===== src/rtl/dbuf_uart_tx_pkg.sv =====
// Shared types for the double-buffered serial transmitter.
package dbuf_uart_tx_pkg;

    // Frame sequencer states.
    typedef enum logic [1:0] {
        ST_IDLE = 2'd0,
        ST_BITS = 2'd1,
        ST_STOP = 2'd2
    } tx_state_e;

    // Character format, sampled when a character enters the shift stage.
    typedef struct packed {
        logic [1:0] len;       // 0..3 selects shortest..longest word
        logic       par_off;   // 1: no parity bit
        logic       par_even;  // 1: even parity, 0: odd
        logic       stop2;     // 1: long stop interval
    } tx_cfg_t;

endpackage


===== src/rtl/dbuf_uart_tx_frame.sv =====
// Frame builder: purely combinational. Masks the character to the chosen
// length, computes parity and lays out the frame (bit 0 = start bit) with
// its bit count and stop interval length in clock cycles.
// Assumes DATA_W >= 4 so that the 2-bit length code spans DATA_W-3..DATA_W.
module dbuf_uart_tx_frame
    import dbuf_uart_tx_pkg::*;
#(
    parameter int DATA_W  = 8,
    parameter int OVS     = 16,
    parameter int FRAME_W = DATA_W + 2,
    parameter int CNT_W   = $clog2(FRAME_W + 1),
    parameter int STOP_W  = $clog2(2 * OVS + 1)
) (
    input  logic [DATA_W-1:0]  data,
    input  tx_cfg_t            cfg,
    output logic [FRAME_W-1:0] frame,
    output logic [CNT_W-1:0]   nbits,
    output logic [STOP_W-1:0]  stop_ticks
);

    localparam int MIN_LEN = DATA_W - 3;

    int                nl;
    logic [DATA_W-1:0] masked;
    logic              par_bit;

    // Mask unused upper bits and compute the parity bit.
    always_comb begin
        nl = MIN_LEN + int'(cfg.len);
        for (int i = 0; i < DATA_W; i++) begin
            masked[i] = (i < nl) ? data[i] : 1'b0;
        end
        par_bit = cfg.par_even ? (^masked) : ~(^masked);
    end

    // Place start, data and parity bits; unused positions read as stop level.
    always_comb begin
        frame    = '1;
        frame[0] = 1'b0;
        for (int i = 0; i < DATA_W; i++) begin
            if (i < nl) frame[i+1] = masked[i];
        end
        for (int j = 0; j < FRAME_W; j++) begin
            if (!cfg.par_off && j == nl + 1) frame[j] = par_bit;
        end
    end

    // Bit count before the stop interval, and stop interval length.
    always_comb begin
        nbits = CNT_W'(1 + nl + (cfg.par_off ? 0 : 1));
        if (!cfg.stop2)        stop_ticks = STOP_W'(OVS);
        else if (nl == MIN_LEN) stop_ticks = STOP_W'(OVS + OVS / 2);
        else                   stop_ticks = STOP_W'(2 * OVS);
    end

endmodule


===== src/rtl/dbuf_uart_tx_hold.sv =====
// Holding buffer: detects the rising edge of the load strobe, stores the
// character and keeps a full flag until the shift stage takes it.
// Assumes the strobe is synchronous to clk. A load arriving in the same
// cycle as a take refills the buffer with the new character.
module dbuf_uart_tx_hold #(
    parameter int DATA_W = 8
) (
    input  logic              clk,
    input  logic              rst_n,
    input  logic              load,
    input  logic [DATA_W-1:0] din,
    input  logic              take,
    output logic [DATA_W-1:0] hold_data,
    output logic              hold_full
);

    logic load_q;
    logic load_rise;

    // Rising-edge detect of the load strobe.
    assign load_rise = load && !load_q;

    // Strobe history, buffer data and full flag.
    always_ff @(posedge clk) begin
        if (!rst_n) begin
            load_q    <= 1'b0;
            hold_full <= 1'b0;
            hold_data <= '0;
        end else begin
            load_q <= load;
            if (load_rise) begin
                hold_data <= din;
                hold_full <= 1'b1;
            end else if (take) begin
                hold_full <= 1'b0;
            end
        end
    end

    p_capture_r2: assert property (@(posedge clk) disable iff (!rst_n)
        $rose(load) |=> hold_full);

    p_drain_r2: assert property (@(posedge clk) disable iff (!rst_n)
        (take && !load_rise) |=> !hold_full);

endmodule


===== src/rtl/dbuf_uart_tx_shift.sv =====
// Shift stage: serialises one frame, each bit OVS cycles long, then holds
// the line high for the stop interval. It takes the next buffered
// character in the last stop cycle, so characters run back to back.
// Assumes OVS is a power of two.
module dbuf_uart_tx_shift
    import dbuf_uart_tx_pkg::*;
#(
    parameter int DATA_W  = 8,
    parameter int OVS     = 16,
    parameter int FRAME_W = DATA_W + 2,
    parameter int CNT_W   = $clog2(FRAME_W + 1),
    parameter int STOP_W  = $clog2(2 * OVS + 1)
) (
    input  logic               clk,
    input  logic               rst_n,
    input  logic               hold_full,
    input  logic [FRAME_W-1:0] frame,
    input  logic [CNT_W-1:0]   nbits,
    input  logic [STOP_W-1:0]  stop_ticks,
    output logic               take,
    output logic               txd,
    output logic               idle
);

    localparam int TICK_W = $clog2(OVS);

    tx_state_e          state_q;
    logic [FRAME_W-1:0] shreg_q;
    logic [TICK_W-1:0]  tick_q;
    logic [CNT_W-1:0]   left_q;
    logic [STOP_W-1:0]  stopcnt_q;
    logic [STOP_W-1:0]  stoplen_q;
    logic               txd_q;
    logic               stop_last;

    // Hand-over condition: idle, or in the final cycle of the stop interval.
    always_comb begin
        stop_last = (state_q == ST_STOP) && (stopcnt_q == stoplen_q - STOP_W'(1));
        take      = hold_full && ((state_q == ST_IDLE) || stop_last);
    end

    // Frame sequencer: bit timing, shifting and stop interval count.
    always_ff @(posedge clk) begin
        if (!rst_n) begin
            state_q   <= ST_IDLE;
            shreg_q   <= '1;
            tick_q    <= '0;
            left_q    <= '0;
            stopcnt_q <= '0;
            stoplen_q <= STOP_W'(OVS);
            txd_q     <= 1'b1;
        end else if (take) begin
            state_q   <= ST_BITS;
            txd_q     <= frame[0];
            shreg_q   <= frame >> 1;
            left_q    <= nbits - CNT_W'(1);
            tick_q    <= '0;
            stoplen_q <= stop_ticks;
        end else begin
            case (state_q)
                ST_BITS: begin
                    if (tick_q == TICK_W'(OVS - 1)) begin
                        tick_q <= '0;
                        if (left_q == '0) begin
                            state_q   <= ST_STOP;
                            stopcnt_q <= '0;
                            txd_q     <= 1'b1;
                        end else begin
                            txd_q   <= shreg_q[0];
                            shreg_q <= shreg_q >> 1;
                            left_q  <= left_q - CNT_W'(1);
                        end
                    end else begin
                        tick_q <= tick_q + TICK_W'(1);
                    end
                end
                ST_STOP: begin
                    if (stop_last) state_q   <= ST_IDLE;
                    else           stopcnt_q <= stopcnt_q + STOP_W'(1);
                end
                default: begin
                    txd_q <= 1'b1;
                end
            endcase
        end
    end

    assign txd  = txd_q;
    assign idle = (state_q == ST_IDLE);

    p_idle_high_r10: assert property (@(posedge clk) disable iff (!rst_n)
        idle |-> txd_q);

    p_start_low_r3: assert property (@(posedge clk) disable iff (!rst_n)
        $fell(idle) |-> !txd_q);

    p_bit_hold_r3: assert property (@(posedge clk) disable iff (!rst_n)
        (state_q == ST_BITS && tick_q != '0) |-> $stable(txd_q));

    p_empty_after_stop_r8: assert property (@(posedge clk) disable iff (!rst_n)
        ($rose(idle) && $past(rst_n)) |-> $past(state_q == ST_STOP));

    p_back_to_back_r9: assert property (@(posedge clk) disable iff (!rst_n)
        (stop_last && hold_full) |=> (state_q == ST_BITS && !txd_q));

endmodule


===== src/rtl/dbuf_uart_tx.sv =====
// Top of the double-buffered serial transmitter: holding buffer, frame
// builder and shift stage. The control inputs are read when a character
// moves from the buffer to the shift stage and must be steady then.
module dbuf_uart_tx
    import dbuf_uart_tx_pkg::*;
#(
    parameter int DATA_W = 8,
    parameter int OVS    = 16
) (
    input  logic              clk,
    input  logic              rst_n,
    input  logic              tx_load,
    input  logic [DATA_W-1:0] tx_data,
    input  logic [1:0]        cfg_len,
    input  logic              cfg_par_off,
    input  logic              cfg_par_even,
    input  logic              cfg_stop2,
    output logic              txd,
    output logic              buf_empty,
    output logic              sr_empty
);

    localparam int FRAME_W = DATA_W + 2;
    localparam int CNT_W   = $clog2(FRAME_W + 1);
    localparam int STOP_W  = $clog2(2 * OVS + 1);

    tx_cfg_t            cfg;
    logic [DATA_W-1:0]  hold_data;
    logic               hold_full;
    logic               take;
    logic [FRAME_W-1:0] frame;
    logic [CNT_W-1:0]   nbits;
    logic [STOP_W-1:0]  stop_ticks;
    logic               idle;

    // Gather the control inputs into one format word.
    always_comb begin
        cfg.len      = cfg_len;
        cfg.par_off  = cfg_par_off;
        cfg.par_even = cfg_par_even;
        cfg.stop2    = cfg_stop2;
    end

    dbuf_uart_tx_hold #(.DATA_W(DATA_W)) u_hold (
        .clk       (clk),
        .rst_n     (rst_n),
        .load      (tx_load),
        .din       (tx_data),
        .take      (take),
        .hold_data (hold_data),
        .hold_full (hold_full)
    );

    dbuf_uart_tx_frame #(
        .DATA_W(DATA_W), .OVS(OVS), .FRAME_W(FRAME_W), .CNT_W(CNT_W), .STOP_W(STOP_W)
    ) u_frame (
        .data       (hold_data),
        .cfg        (cfg),
        .frame      (frame),
        .nbits      (nbits),
        .stop_ticks (stop_ticks)
    );

    dbuf_uart_tx_shift #(
        .DATA_W(DATA_W), .OVS(OVS), .FRAME_W(FRAME_W), .CNT_W(CNT_W), .STOP_W(STOP_W)
    ) u_shift (
        .clk        (clk),
        .rst_n      (rst_n),
        .hold_full  (hold_full),
        .frame      (frame),
        .nbits      (nbits),
        .stop_ticks (stop_ticks),
        .take       (take),
        .txd        (txd),
        .idle       (idle)
    );

    assign buf_empty = !hold_full;
    assign sr_empty  = idle;

endmodule


===== config.mk =====
export PLATFORM = sky130hd
export DESIGN_NAME = dbuf_uart_tx
export DESIGN_NICKNAME = d
export VERILOG_FILES = /design/src/rtl/dbuf_uart_tx_pkg.sv /design/src/rtl/dbuf_uart_tx_frame.sv /design/src/rtl/dbuf_uart_tx_hold.sv /design/src/rtl/dbuf_uart_tx_shift.sv /design/src/rtl/dbuf_uart_tx.sv
export SDC_FILE = /design/constraint.sdc
export NUM_CORES = 1
export LEC_CHECK = 0
export ABC_AREA = 1
export ABC_CLOCK_PERIOD_IN_PS = 2500
export BUFFER_PORTS_ARGS = -buffer_cell sky130_fd_sc_hd__buf_2
export CAP_MARGIN = 30
export CORE_MARGIN = 2
export CORE_UTILIZATION = 55
export DETAILED_ROUTE_END_ITERATION = 8
export PLACE_DENSITY = 0.85
export SYNTH_ARGS = -nofsm -noshare
export SYNTH_HDL_FRONTEND = slang
export SYNTH_SLANG_ARGS = --single-unit
export TNS_END_PERCENT = 1

===== constraint.sdc =====
create_clock -name clk -period 2.5 [get_ports clk]
set_clock_uncertainty 0.1 [all_clocks]
set_input_delay 0.25 -clock clk [delete_from_list [all_inputs] [get_ports clk]]
set_output_delay 0.25 -clock clk [all_outputs]
set_load 0.02 [all_outputs]

==> impl_metrics.json <==
{
  "period_share_pct": 87.1,
  "ys_ff_latch": 40,
  "grtUsageTotal_pct": 21.1,
  "crit_family": "simple AND/OR/NAND/NOR gates",
  "cts.sinks": 40,
  "num_vias": 2262,
  "grt_max_degree": 36,
  "top_usage_layer": "met2",
  "fp-row-count": 24,
  "power_leakage_nw": 1.33,
  "synth_warnings": 0,
  "synth_common_cells": "nand2_1, inv_1, dfxtp_1",
  "cp_max_fo": 35,
  "max_cap_viol_count": 0,
  "crit_cells": 14,
  "cp_num_buf_inv": 3,
  "gr-usage-met1_pct": 26.0,
  "clk_latency_ns": 0.29,
  "clkPwrFrac_pct": 26.3,
  "cts_tree": "done",
  "startpoint": "u_shift.stoplen_q[3]",
  "synth_area_mm2": 0.00250,
  "grtUsageMet2_pct": 35.5,
  "clkTransAtPathRegs_ns": 0.07,
  "worstPathCellList": "inv_1, ha_1, nand2_1, nand3_4, nor2_4, nand3_4, nand2_4, nand2_4, nand2_4, inv_4, nand2_1, nand2_1, inv_1, nand2_1",
  "dr.first_iter.drc_count": 142,
  "use_met3_pct": 4.22,
  "cts_made_buffers": 5,
  "drcViolationCount": 0,
  "overflow": 0,
  "power.share.switching_pct": 35.5,
  "ios": 19,
  "critPathCaptureType": "flop",
  "avgSynthCellArea_um2": 6.73,
  "n_fill_cell": 405,
  "ff2ff_path_depth": 14,
  "die_x_um": 71.4,
  "grt_pass1_wl_mm": 8.53,
  "min-delay-start": "tx_load",
  "cts_resized": 0,
  "totalWireLength_mm": 4.99,
  "crit_path_max_incr_delay_ns": 0.34,
  "synthCells": 371,
  "clockBufferDepth": 2,
  "cp_common_cell": "nand2_1",
  "ir_drop_uv": 326,
  "antenna_left": 0,
  "drt_pass1_iterations": 4,
  "critical_path_class": "flop to flop",
  "wl_per_cell_um": 11.3,
  "synth_flop_cell": "dfxtp_1",
  "synth_cell_types": 36,
  "hold_viol": 0,
  "crit_required_ns": 2.59,
  "max_freq_mhz": 459,
  "area_growth_pct": 7.67,
  "grt_pass1_vias": 2027,
  "yosysMostFrequentCell": "nand2_1",
  "tns_ns": 0,
  "yosysSeqAreaShare_pct": 32.1,
  "utilization_pct": 61.8,
  "max_slew_margin_pct": 66.4,
  "viasPerCell": 5.13,
  "p_seq_share_pct": 43.8,
  "fin_crit_ns": 2.18,
  "synth_nets": 404,
  "dp_hpwl_mm": 3.71,
  "antenna_found_initial": 0,
  "dieArea_mm2": 0.00510,
  "dp_cells": 433,
  "finalNonFillerCells": 441,
  "p_sw_mw": 0.611,
  "async_flop_share_pct": 0,
  "setup_viol": 0,
  "yosys-top-cells-area": "dfxtp_1, nand2_1, ha_1",
  "crit_slowest_cell": "dfxtp_1",
  "min_path_cells": 3,
  "cts_setup_buffers": 0,
  "p_int_mw": 1.11,
  "arrival_ns": 2.27,
  "htreeDepth": 2,
  "worstMarginPinSlew_ns": 0.504,
  "status": "completed",
  "fp.dieH_um": 71.4,
  "finalNetCount": 421,
  "drive_gt1_share_pct": 11.8,
  "power_frac_comb_pct": 30.0,
  "power_density_mw_per_mm2": 640,
  "cts_root_buf": "clkbuf_8",
  "maxSlewViolCount": 0,
  "coreArea_mm2": 0.00435,
  "antenna_cells": 0,
  "initial_core_util_pct": 57.4,
  "r2r_start": "u_shift.stoplen_q[3]",
  "io_buffers": 18,
  "worst_hold_path_type": "primary input to flop",
  "place_congestion": 0.815,
  "synth_top_area_share_pct": 32.1,
  "synth_top_cell_by_area": "dfxtp_1",
  "start_kind": "flop",
  "synth_edf_count": 0,
  "cts_hold_buf": 0,
  "rsz0062_at_grt": "false"
}
-- stage by stage --
step                      total power, mW  hold WS (ns)  instance area (um2)  setup slack [ns]
after floorplan                      1.18         0.243                 2500             0.671
after global placement               1.26         0.342                 2590             0.415
after detailed placement             1.28         0.347                 2590             0.336
after CTS                            1.73        0.0405                 2690             0.317
after global routing                 1.84        0.0750                 2690            0.0889
final                                1.72        0.0462                 2690             0.322
-- final cells by class --
type                    count  area, um2  area share [%]
multi-input cells         265       1420            52.7
flip-flops and latches     40        801            29.8
inverters                  58        221            8.24
repair buffers             18       90.1            3.35
clock buffers               7       86.3            3.21
well taps                  52       65.1            2.42
clock inverters             1       7.51           0.279
-- final timing paths --
kind | endpoint | slack, ns
worst max-delay path | u_shift.shreg_q[6] | 0.32
worst min-delay path | u_hold.load_q | 0.05
worst max register to register | u_shift.shreg_q[6] | 0.32
worst min register to register | u_shift.shreg_q[1] | 0.38
-- worst min-delay path, cell delays in order --
cell     delay, ns
buf_2         0.09
nand2_1       0.04
inv_1         0.04
-- power by group through the flow --
stage                     registers, mW  logic (mW)  clock network (mW)
after global routing              0.761       0.592               0.485
after CTS                         0.753       0.516               0.460
after floorplan                   0.759       0.420                   0
after global placement            0.764       0.498                   0
after detailed placement          0.767       0.510                   0
final                             0.753       0.516               0.452
-- kinds of logic (layout without fill, tap and decap cells) --
logic type / after synthesis / count (layout) / share of synthesized area [%]
AO/OA/AOI/OAI: 50 / 50 / 11.2
AND/OR/NAND/NOR: 190 / 190 / 34.3
XOR/XNOR: 8 / 8 / 2.81
flip-flops: 40 / 40 / 32.1
buffers and inverters: 66 / 84 / 11.2
adder cells (fa/ha/maj): 17 / 17 / 8.52
-- cell usage in the layout, fill, tap and decap left out, types with 2 or more instances in the layout --
master,count
inv_2,2
o21ai_2,2
a21oi_1,20
clkbuf_8,6
nor3_1,6
inv_1,52
or2_2,2
o21ai_0,19
nand2_1,114
nand4_1,8
nand2_2,2
nor2_2,4
dfxtp_1,40
o211ai_1,3
nor2_1,25
ha_1,17
buf_2,18
nand2_4,3
xor2_1,7
o21a_1,2
nand3_1,20
clkinv_1,2
nand3_4,2
-- per-layer routing --
layer	vias to the layer above	share of wire, %	wire (um)
met5	-	0	0
met4	0	2.5	127
met1	996	46	2290
met2	52	47	2350
met3	13	4.5	227
li1	1201	-	-
-- registers in the layout (all words and copies together), names as in the netlist --
register	cells
u_shift.shreg_q	10
u_hold.hold_data	8
u_shift.stopcnt_q	6
u_shift.left_q	4
u_shift.tick_q	4
u_shift.stoplen_q	3
u_shift.state_q	2
u_hold.hold_full	1
u_hold.load_q	1
u_shift.txd	1
(Power assumes the default switching activity.)
